$ cat src/rtl/blit_pkg.sv
package blit_pkg;
  localparam int unsigned CRD = 16;
  localparam int unsigned DB  = 8;

  typedef enum logic [2:0] {
    M_FMT    = 3'd0,
    M_PITCH  = 3'd1,
    M_SRCOFF = 3'd2,
    M_DSTOFF = 3'd3,
    M_OP     = 3'd4,
    M_PIN    = 3'd5,
    M_POUT   = 3'd6,
    M_SIZE   = 3'd7
  } meth_e;

  localparam logic [7:0]  FMT_1B  = 8'h01;
  localparam logic [7:0]  FMT_4B  = 8'h0A;
  localparam logic [31:0] OP_COPY = 32'd3;

  typedef enum logic [1:0] {ST_IDLE, ST_ROW, ST_RD, ST_WR} seq_st_e;

  typedef struct packed {
    logic [CRD-1:0] y;
    logic [CRD-1:0] x;
  } xy_t;
endpackage

$ cat src/rtl/blit_regs.sv
module blit_regs
  import blit_pkg::*;
#(
  parameter int unsigned AW = 24
) (
  input  logic           clk,
  input  logic           rst_n,
  input  logic           acc,
  input  meth_e          m_sel,
  input  logic [31:0]    m_data,
  input  logic [AW-1:0]  lim_src,
  input  logic [AW-1:0]  lim_dst,
  output logic [1:0]     bpp_sh,
  output logic [CRD-1:0] sp,
  output logic [CRD-1:0] dp,
  output logic [AW-1:0]  so,
  output logic [AW-1:0]  dst_o,
  output xy_t            pin,
  output xy_t            pout,
  output xy_t            size,
  output logic           l_go,
  output logic           l_zero,
  output logic           l_fault
);
  logic [7:0]  fmt_q;
  logic [31:0] op_q;
  xy_t         new_size;
  logic        is_size, fmt_ok, op_ok, lim_ok, empty, ok;

  assign new_size = xy_t'(m_data);

  always_ff @(posedge clk) begin
    if (!rst_n) begin
      fmt_q <= '0;
      op_q  <= '0;
      sp    <= '0;
      dp    <= '0;
      so    <= '0;
      dst_o <= '0;
      pin   <= '0;
      pout  <= '0;
      size  <= '0;
    end else if (acc) begin
      case (m_sel)
        M_FMT:    fmt_q <= m_data[7:0];
        M_PITCH: begin
          sp <= m_data[15:0];
          dp <= m_data[31:16];
        end
        M_SRCOFF: so    <= m_data[AW-1:0];
        M_DSTOFF: dst_o <= m_data[AW-1:0];
        M_OP:     op_q  <= m_data;
        M_PIN:    pin   <= xy_t'(m_data);
        M_POUT:   pout  <= xy_t'(m_data);
        M_SIZE:   size  <= new_size;
        default:  ;
      endcase
    end
  end

  always_comb begin
    fmt_ok  = (fmt_q == FMT_1B) || (fmt_q == FMT_4B);
    op_ok   = (op_q == OP_COPY);
    lim_ok  = (so < lim_src) && (dst_o < lim_dst);
    ok      = fmt_ok && op_ok && lim_ok;
    is_size = acc && (m_sel == M_SIZE);
    empty   = (new_size.x == '0) || (new_size.y == '0);
    l_fault = is_size && !ok;
    l_zero  = is_size && ok && empty;
    l_go    = is_size && ok && !empty;
    bpp_sh  = (fmt_q == FMT_4B) ? 2'd2 : 2'd0;
  end
endmodule

$ cat src/rtl/blit_rowaddr.sv
module blit_rowaddr
  import blit_pkg::*;
#(
  parameter int unsigned AW = 24
) (
  input  logic [AW-1:0]  base,
  input  logic [CRD-1:0] pitch,
  input  xy_t            pt,
  input  logic [1:0]     bpp_sh,
  input  logic [CRD-1:0] row,
  output logic [AW-1:0]  addr
);
  localparam int unsigned PW = 2*CRD + 4;
  logic [PW-1:0] lin;

  always_comb begin
    lin  = (PW'(pt.y) + PW'(row)) * PW'(pitch) + (PW'(pt.x) << bpp_sh);
    addr = base + AW'(lin);
  end
endmodule

$ cat src/rtl/blit_seq.sv
module blit_seq
  import blit_pkg::*;
#(
  parameter int unsigned AW = 24
) (
  input  logic           clk,
  input  logic           rst_n,
  input  logic           go,
  input  logic           zero,
  input  logic           fault_in,
  input  logic [AW-1:0]  src_row,
  input  logic [AW-1:0]  dst_row,
  input  logic [1:0]     bpp_sh,
  input  logic [CRD-1:0] width,
  input  logic [CRD-1:0] height,
  input  logic [DB-1:0]  rdata,
  output logic [CRD-1:0] row,
  output logic           busy,
  output logic           done,
  output logic           fault,
  output logic           rd_en,
  output logic           wr_en,
  output logic [AW-1:0]  addr,
  output logic [DB-1:0]  wdata
);
  localparam int unsigned BW = CRD + 2;

  seq_st_e       st;
  logic [BW-1:0] cnt_q, nbytes, off;
  logic [AW-1:0] sb_q, db_q;
  logic          dsc_q, last_byte, last_row;

  assign nbytes    = BW'(width) << bpp_sh;
  assign off       = dsc_q ? (nbytes - BW'(1) - cnt_q) : cnt_q;
  assign last_byte = (cnt_q == nbytes - BW'(1));
  assign last_row  = (row == height - CRD'(1));

  always_ff @(posedge clk) begin
    if (!rst_n) begin
      st    <= ST_IDLE;
      row   <= '0;
      cnt_q <= '0;
      sb_q  <= '0;
      db_q  <= '0;
      dsc_q <= 1'b0;
      done  <= 1'b0;
      fault <= 1'b0;
    end else begin
      done  <= 1'b0;
      fault <= 1'b0;
      case (st)
        ST_IDLE: begin
          if (go) begin
            st  <= ST_ROW;
            row <= '0;
          end else if (zero) begin
            done <= 1'b1;
          end else if (fault_in) begin
            fault <= 1'b1;
          end
        end
        ST_ROW: begin
          sb_q  <= src_row;
          db_q  <= dst_row;
          dsc_q <= (dst_row > src_row);
          cnt_q <= '0;
          st    <= ST_RD;
        end
        ST_RD: st <= ST_WR;
        ST_WR: begin
          if (last_byte) begin
            cnt_q <= '0;
            if (last_row) begin
              st   <= ST_IDLE;
              done <= 1'b1;
            end else begin
              row <= row + 1'b1;
              st  <= ST_ROW;
            end
          end else begin
            cnt_q <= cnt_q + 1'b1;
            st    <= ST_RD;
          end
        end
        default: st <= ST_IDLE;
      endcase
    end
  end

  assign busy  = (st != ST_IDLE);
  assign rd_en = (st == ST_RD);
  assign wr_en = (st == ST_WR);
  assign addr  = ((st == ST_WR) ? db_q : sb_q) + AW'(off);
  assign wdata = rdata;

  // an accepted launch makes the engine busy in the next cycle
  assert_go_starts_R8: assert property (@(posedge clk) disable iff (!rst_n)
    go |=> busy);
  // a completion pulse after a copy follows a write and leaves the engine idle
  assert_done_after_write_R10: assert property (@(posedge clk) disable iff (!rst_n)
    (done && $past(busy)) |-> ($past(wr_en) && !busy));
  // an empty extent completes at once without traffic
  assert_zero_quiet_R11: assert property (@(posedge clk) disable iff (!rst_n)
    zero |=> (done && !busy && !rd_en));
  // every write directly follows its read
  assert_wr_follows_rd_R13: assert property (@(posedge clk) disable iff (!rst_n)
    wr_en |-> $past(rd_en));
endmodule

$ cat src/rtl/blit_engine.sv
module blit_engine
  import blit_pkg::*;
#(
  parameter int unsigned AW = 24
) (
  input  logic          clk,
  input  logic          rst_n,
  input  logic          mth_valid,
  output logic          mth_ready,
  input  logic [2:0]    mth_sel,
  input  logic [31:0]   mth_data,
  input  logic [AW-1:0] lim_src,
  input  logic [AW-1:0] lim_dst,
  output logic          mem_rd_en,
  output logic          mem_wr_en,
  output logic [AW-1:0] mem_addr,
  output logic [7:0]    mem_wdata,
  input  logic [7:0]    mem_rdata,
  output logic          busy,
  output logic          done,
  output logic          fault
);
  localparam int unsigned NSIDE = 2;

  logic           acc, l_go, l_zero, l_fault;
  logic [1:0]     bpp_sh;
  logic [CRD-1:0] sp, dp, row;
  logic [AW-1:0]  so, dst_o;
  xy_t            pin, pout, size;

  logic [AW-1:0]  base_a  [NSIDE];
  logic [CRD-1:0] pitch_a [NSIDE];
  xy_t            pt_a    [NSIDE];
  logic [AW-1:0]  row_a   [NSIDE];

  assign mth_ready = !busy;
  assign acc       = mth_valid && mth_ready;

  blit_regs #(.AW(AW)) u_regs (
    .clk(clk), .rst_n(rst_n), .acc(acc), .m_sel(meth_e'(mth_sel)), .m_data(mth_data),
    .lim_src(lim_src), .lim_dst(lim_dst), .bpp_sh(bpp_sh), .sp(sp), .dp(dp),
    .so(so), .dst_o(dst_o), .pin(pin), .pout(pout), .size(size),
    .l_go(l_go), .l_zero(l_zero), .l_fault(l_fault)
  );

  assign base_a[0]  = so;
  assign base_a[1]  = dst_o;
  assign pitch_a[0] = sp;
  assign pitch_a[1] = dp;
  assign pt_a[0]    = pin;
  assign pt_a[1]    = pout;

  for (genvar s = 0; s < NSIDE; s++) begin : g_side
    blit_rowaddr #(.AW(AW)) u_ra (
      .base(base_a[s]), .pitch(pitch_a[s]), .pt(pt_a[s]),
      .bpp_sh(bpp_sh), .row(row), .addr(row_a[s])
    );
  end

  blit_seq #(.AW(AW)) u_seq (
    .clk(clk), .rst_n(rst_n), .go(l_go), .zero(l_zero), .fault_in(l_fault),
    .src_row(row_a[0]), .dst_row(row_a[1]), .bpp_sh(bpp_sh),
    .width(size.x), .height(size.y), .rdata(mem_rdata), .row(row),
    .busy(busy), .done(done), .fault(fault), .rd_en(mem_rd_en), .wr_en(mem_wr_en),
    .addr(mem_addr), .wdata(mem_wdata)
  );

  // a rejected launch pulses fault and never starts the copy
  assert_fault_blocks_R4: assert property (@(posedge clk) disable iff (!rst_n)
    l_fault |=> (fault && !busy));
endmodule

$ cat config.mk
export PLATFORM = sky130hd
export DESIGN_NAME = blit_engine
export DESIGN_NICKNAME = d
export VERILOG_FILES = /design/src/rtl/blit_pkg.sv /design/src/rtl/blit_regs.sv /design/src/rtl/blit_rowaddr.sv /design/src/rtl/blit_seq.sv /design/src/rtl/blit_engine.sv
export SDC_FILE = /design/constraint.sdc
export NUM_CORES = 2
export LEC_CHECK = 0
export ABC_AREA = 1
export BUFFER_PORTS_ARGS = -buffer_cell sky130_fd_sc_hd__clkbuf_2
export CAP_MARGIN = 30
export CORE_UTILIZATION = 47
export CTS_CLUSTER_DIAMETER = 150
export DETAILED_ROUTE_END_ITERATION = 16
export PLACE_DENSITY = 0.72
export SYNTH_ARGS = -nofsm -noshare
export SYNTH_HDL_FRONTEND = slang
export SYNTH_HIERARCHICAL = 1
export SYNTH_SLANG_ARGS = --single-unit
$ cat constraint.sdc
create_clock -name clk -period 13.9 [get_ports clk]
set_input_delay 1.39 -clock clk [delete_from_list [all_inputs] [get_ports clk]]
set_output_delay 1.39 -clock clk [all_outputs]
set_load 0.01 [all_outputs]
==> impl_metrics.toml <==
[grt]
grt_pass1_wl_microns = 175800
use_met2_pct = 43.95
first_global_vias = 31650
grt_max_degree = 110
grt_use_met1_pct = 39.18
grt_usage_pct = 28.43
globalRouteMet3Util_pct = 6.633
grt.busiest_layer = "met2"
antenna_found_initial = 1
grt_overflow_total = 0

[min_path]
hold_path_end = "u_regs/op_q[1]"
hold_depth = 2
min_path_type = "reg2reg"
min_from = "u_regs/op_q[1]"

[clock_tree]
postCtsSetupRepairBufs = 0
clock_path_buffers = 3
cts_hold_buf = 0
insertion_delay_ps = 590
cts_made_buffers = 37
htree_levels = 2
cts_tree = "yes"
cts_root_buffer = "clkbuf_16"
postCtsResizedCells = 0
clkSinkCount = 303
path_clk_slew_ps = 60

[synthesis]
yosysSeqAreaShare_pct = 16.41
synth_cells = 5235
ys_types = 63
ys.flop_type = "dfxtp_1"
synth.avg_cell_area_sq_um = 7.063
ys_warn_count = 6
synth_fp_nets = 6044
synth-seq-cells = 303
synth-edff-count = 0
netlist_area_sq_um = 36970
synthArstFlopShare_pct = 0

[setup_path]
r2r_start = "u_seq/row[0]"
r2r_slack_ps = 4830
crit_fanout = 9
reg2reg_to = "u_seq/dsc_q"
crit_path_end_kind = "register"
cp.arrival_ps = 9560
max_stage_delay_ps = 730
startpoint_type = "register"
cp_slowest_cell = "xor2_1"
cp.required_ps = 14390
reg2regPathDepth = 37
cp_top_family = "adder cells"
critPathKind = "reg2reg"
cp_num_buf_inv = 7

[floorplan]
fp.coreArea_sq_um = 77590
start_util_pct = 47.65
fp.dieH_microns = 282.5
ios = 132
die_area_sq_um = 79790
die_w_microns = 282.5
rows = 102

[layout]
n_antenna_cell = 0
layout.nets = 6027
stdcell_area_sq_um = 39390
layout.cells.non_filler = 6284
layout-drive-gt1-share_pct = 6.350
multi_input_area_sq_um = 26050
fin_util_pct = 50.76
fillCellCount = 7810
areaGrowthSynthToFinish_pct = 6.535
regArea_sq_um = 6066

[power_and_ir_drop]
finalPower_mw = 2.479
ir_drop_v = 0.0001077
p_leak_nw = 20.08
p_per_area_nw_per_um2 = 62.92

[routing]
dr.pass1.iters = 6
ant_nets = 0
wl_per_cell_microns = 18.06
drt_iter0_drc = 3080
drc = 0
vias = 33290
drt_wl_total_microns = 113500
vias_per_cell = 5.297

[sta]
holdWs_ps = 457.2
finalSetupViolations = 0
slew_headroom_pct = 26.44
rsz0062_at_grt = "no"
tightestPinTransition_ps = 1102
final_hold_viol_count = 0
skew_ps = 38.53
fmax_ghz = 0.1103
finalCritPeriodShare_pct = 65.23
drv_slew = 0
finalSetupTns_ps = 0
setup_ws_ps = 4833
min_period_ps = 9067

[place]
placed_cells = 6219
dp_slack_ps = 4909
place_area_sq_um = 38120
io_buffers = 115
routabilityCongestion = 0.9757
hpwl_microns = 91340

[job]
maxCapViolCount = 0

[status]
status = "completed"
-- tightest hold or removal path, stage by stage, from the launching register on --
cell and delay, ps:
dfxtp_1 290, inv_1 60, a21oi_1 50
-- worst max-delay path by stage --
stage	from	endpoint	slack, ps	cells past startpoint
2_1_floorplan	u_seq/row[0]	u_seq/dsc_q	6120	41
3_3_place_gp	u_seq/row[0]	u_seq/dsc_q	5110	42
3_5_place_dp	u_seq/row[0]	u_seq/dsc_q	4910	42
4_1_cts	u_seq/row[0]	u_seq/dsc_q	4860	42
5_1_grt	u_seq/row[0]	u_seq/dsc_q	4110	42
6_report	u_seq/row[0]	u_seq/dsc_q	4830	37
-- power breakdown --
part	total (mW)	internal [mW]	switching, mW
Clock	1.03	0.599	0.427
Combinational	0.533	0.175	0.359
Sequential	0.919	0.890	0.0286
Total	2.48	1.66	0.814
-- kinds of logic after synthesis --
kind of cell	count (synthesis)	share of synthesized area [%]
other	1	0.01014
adder cells (fa/ha/maj)	715	33.01
XOR/XNOR	146	3.479
buffers and inverters	1242	13.14
AND/OR/NAND/NOR	2179	24.56
AO/OA/AOI/OAI	640	9.157
flip-flops	303	16.41
multiplexers	9	0.2437
-- per-layer routing --
layer  routed length, microns  share of wire [%]
met2                    48780                 43
met5                       13              0.011
met4                     3675                3.2
met1                    49570                 44
met3                    11480                 10
-- cell usage after synthesis, types with 41 or more instances --
cell type	n	area share (%)
fa_1	434	23
clkbuf_1	105	1.1
nor2_1	864	8.8
ha_1	281	9.5
xor2_1	98	2.3
inv_1	1027	10
nand3_1	143	1.9
nand4_1	46	0.78
o21ai_0	352	4.8
xnor2_1	47	1.1
nand2_2	42	0.71
dfxtp_1	303	16
buf_2	41	0.56
a21oi_1	195	2.6
nand2_1	941	9.6
-- flip-flops by register name, summed over array words and instances (netlist names), 24 cells and up --
register and cells:
u_regs/size 32, u_regs/pin 32, u_regs/op_q 32, u_regs/pout 32, u_seq/db_q 24, u_regs/so 24, u_seq/sb_q 24, u_regs/dst_o 24
-- area by class of cell --
| cell class | count | share of cell area [%] |
|---|---|---|
| Timing Repair Buffer | 133 | 1.880 |
| Tap cell | 1040 | 3.304 |
| Inverter | 1053 | 10.06 |
| Sequential cell | 303 | 15.40 |
| Multi-Input combinational cell | 3690 | 66.14 |
| Clock inverter | 17 | 0.6353 |
| Clock buffer | 48 | 2.583 |
-- placed cells by master, fill, tap and decap left out, types with 6 or more instances in the layout --
| master | instances |
|---|---|
| inv_1 | 1027 |
| nand2_1 | 941 |
| nor2_1 | 864 |
| fa_1 | 434 |
| o21ai_0 | 352 |
| dfxtp_1 | 303 |
| ha_1 | 280 |
| a21oi_1 | 195 |
| nand3_1 | 143 |
| clkbuf_2 | 114 |
| xor2_1 | 98 |
| xnor2_1 | 47 |
| nand4_1 | 46 |
| nand2_2 | 42 |
| clkbuf_16 | 37 |
| nor3_1 | 34 |
| o21ai_1 | 26 |
| nand3_2 | 21 |
| nor4_1 | 19 |
| inv_2 | 16 |
| buf_4 | 16 |
| nor2_2 | 14 |
| or2_2 | 13 |
| a31oi_1 | 11 |
| nand3b_1 | 10 |
| mux2i_1 | 9 |
| a21oi_2 | 9 |
| nor2_4 | 9 |
| o211ai_1 | 8 |
| clkinv_1 | 7 |
| a211oi_1 | 7 |
| a21o_1 | 7 |
| clkinv_2 | 6 |
| clkbuf_1 | 6 |
| and2_1 | 6 |
Power figures use the tool's default switching activity.
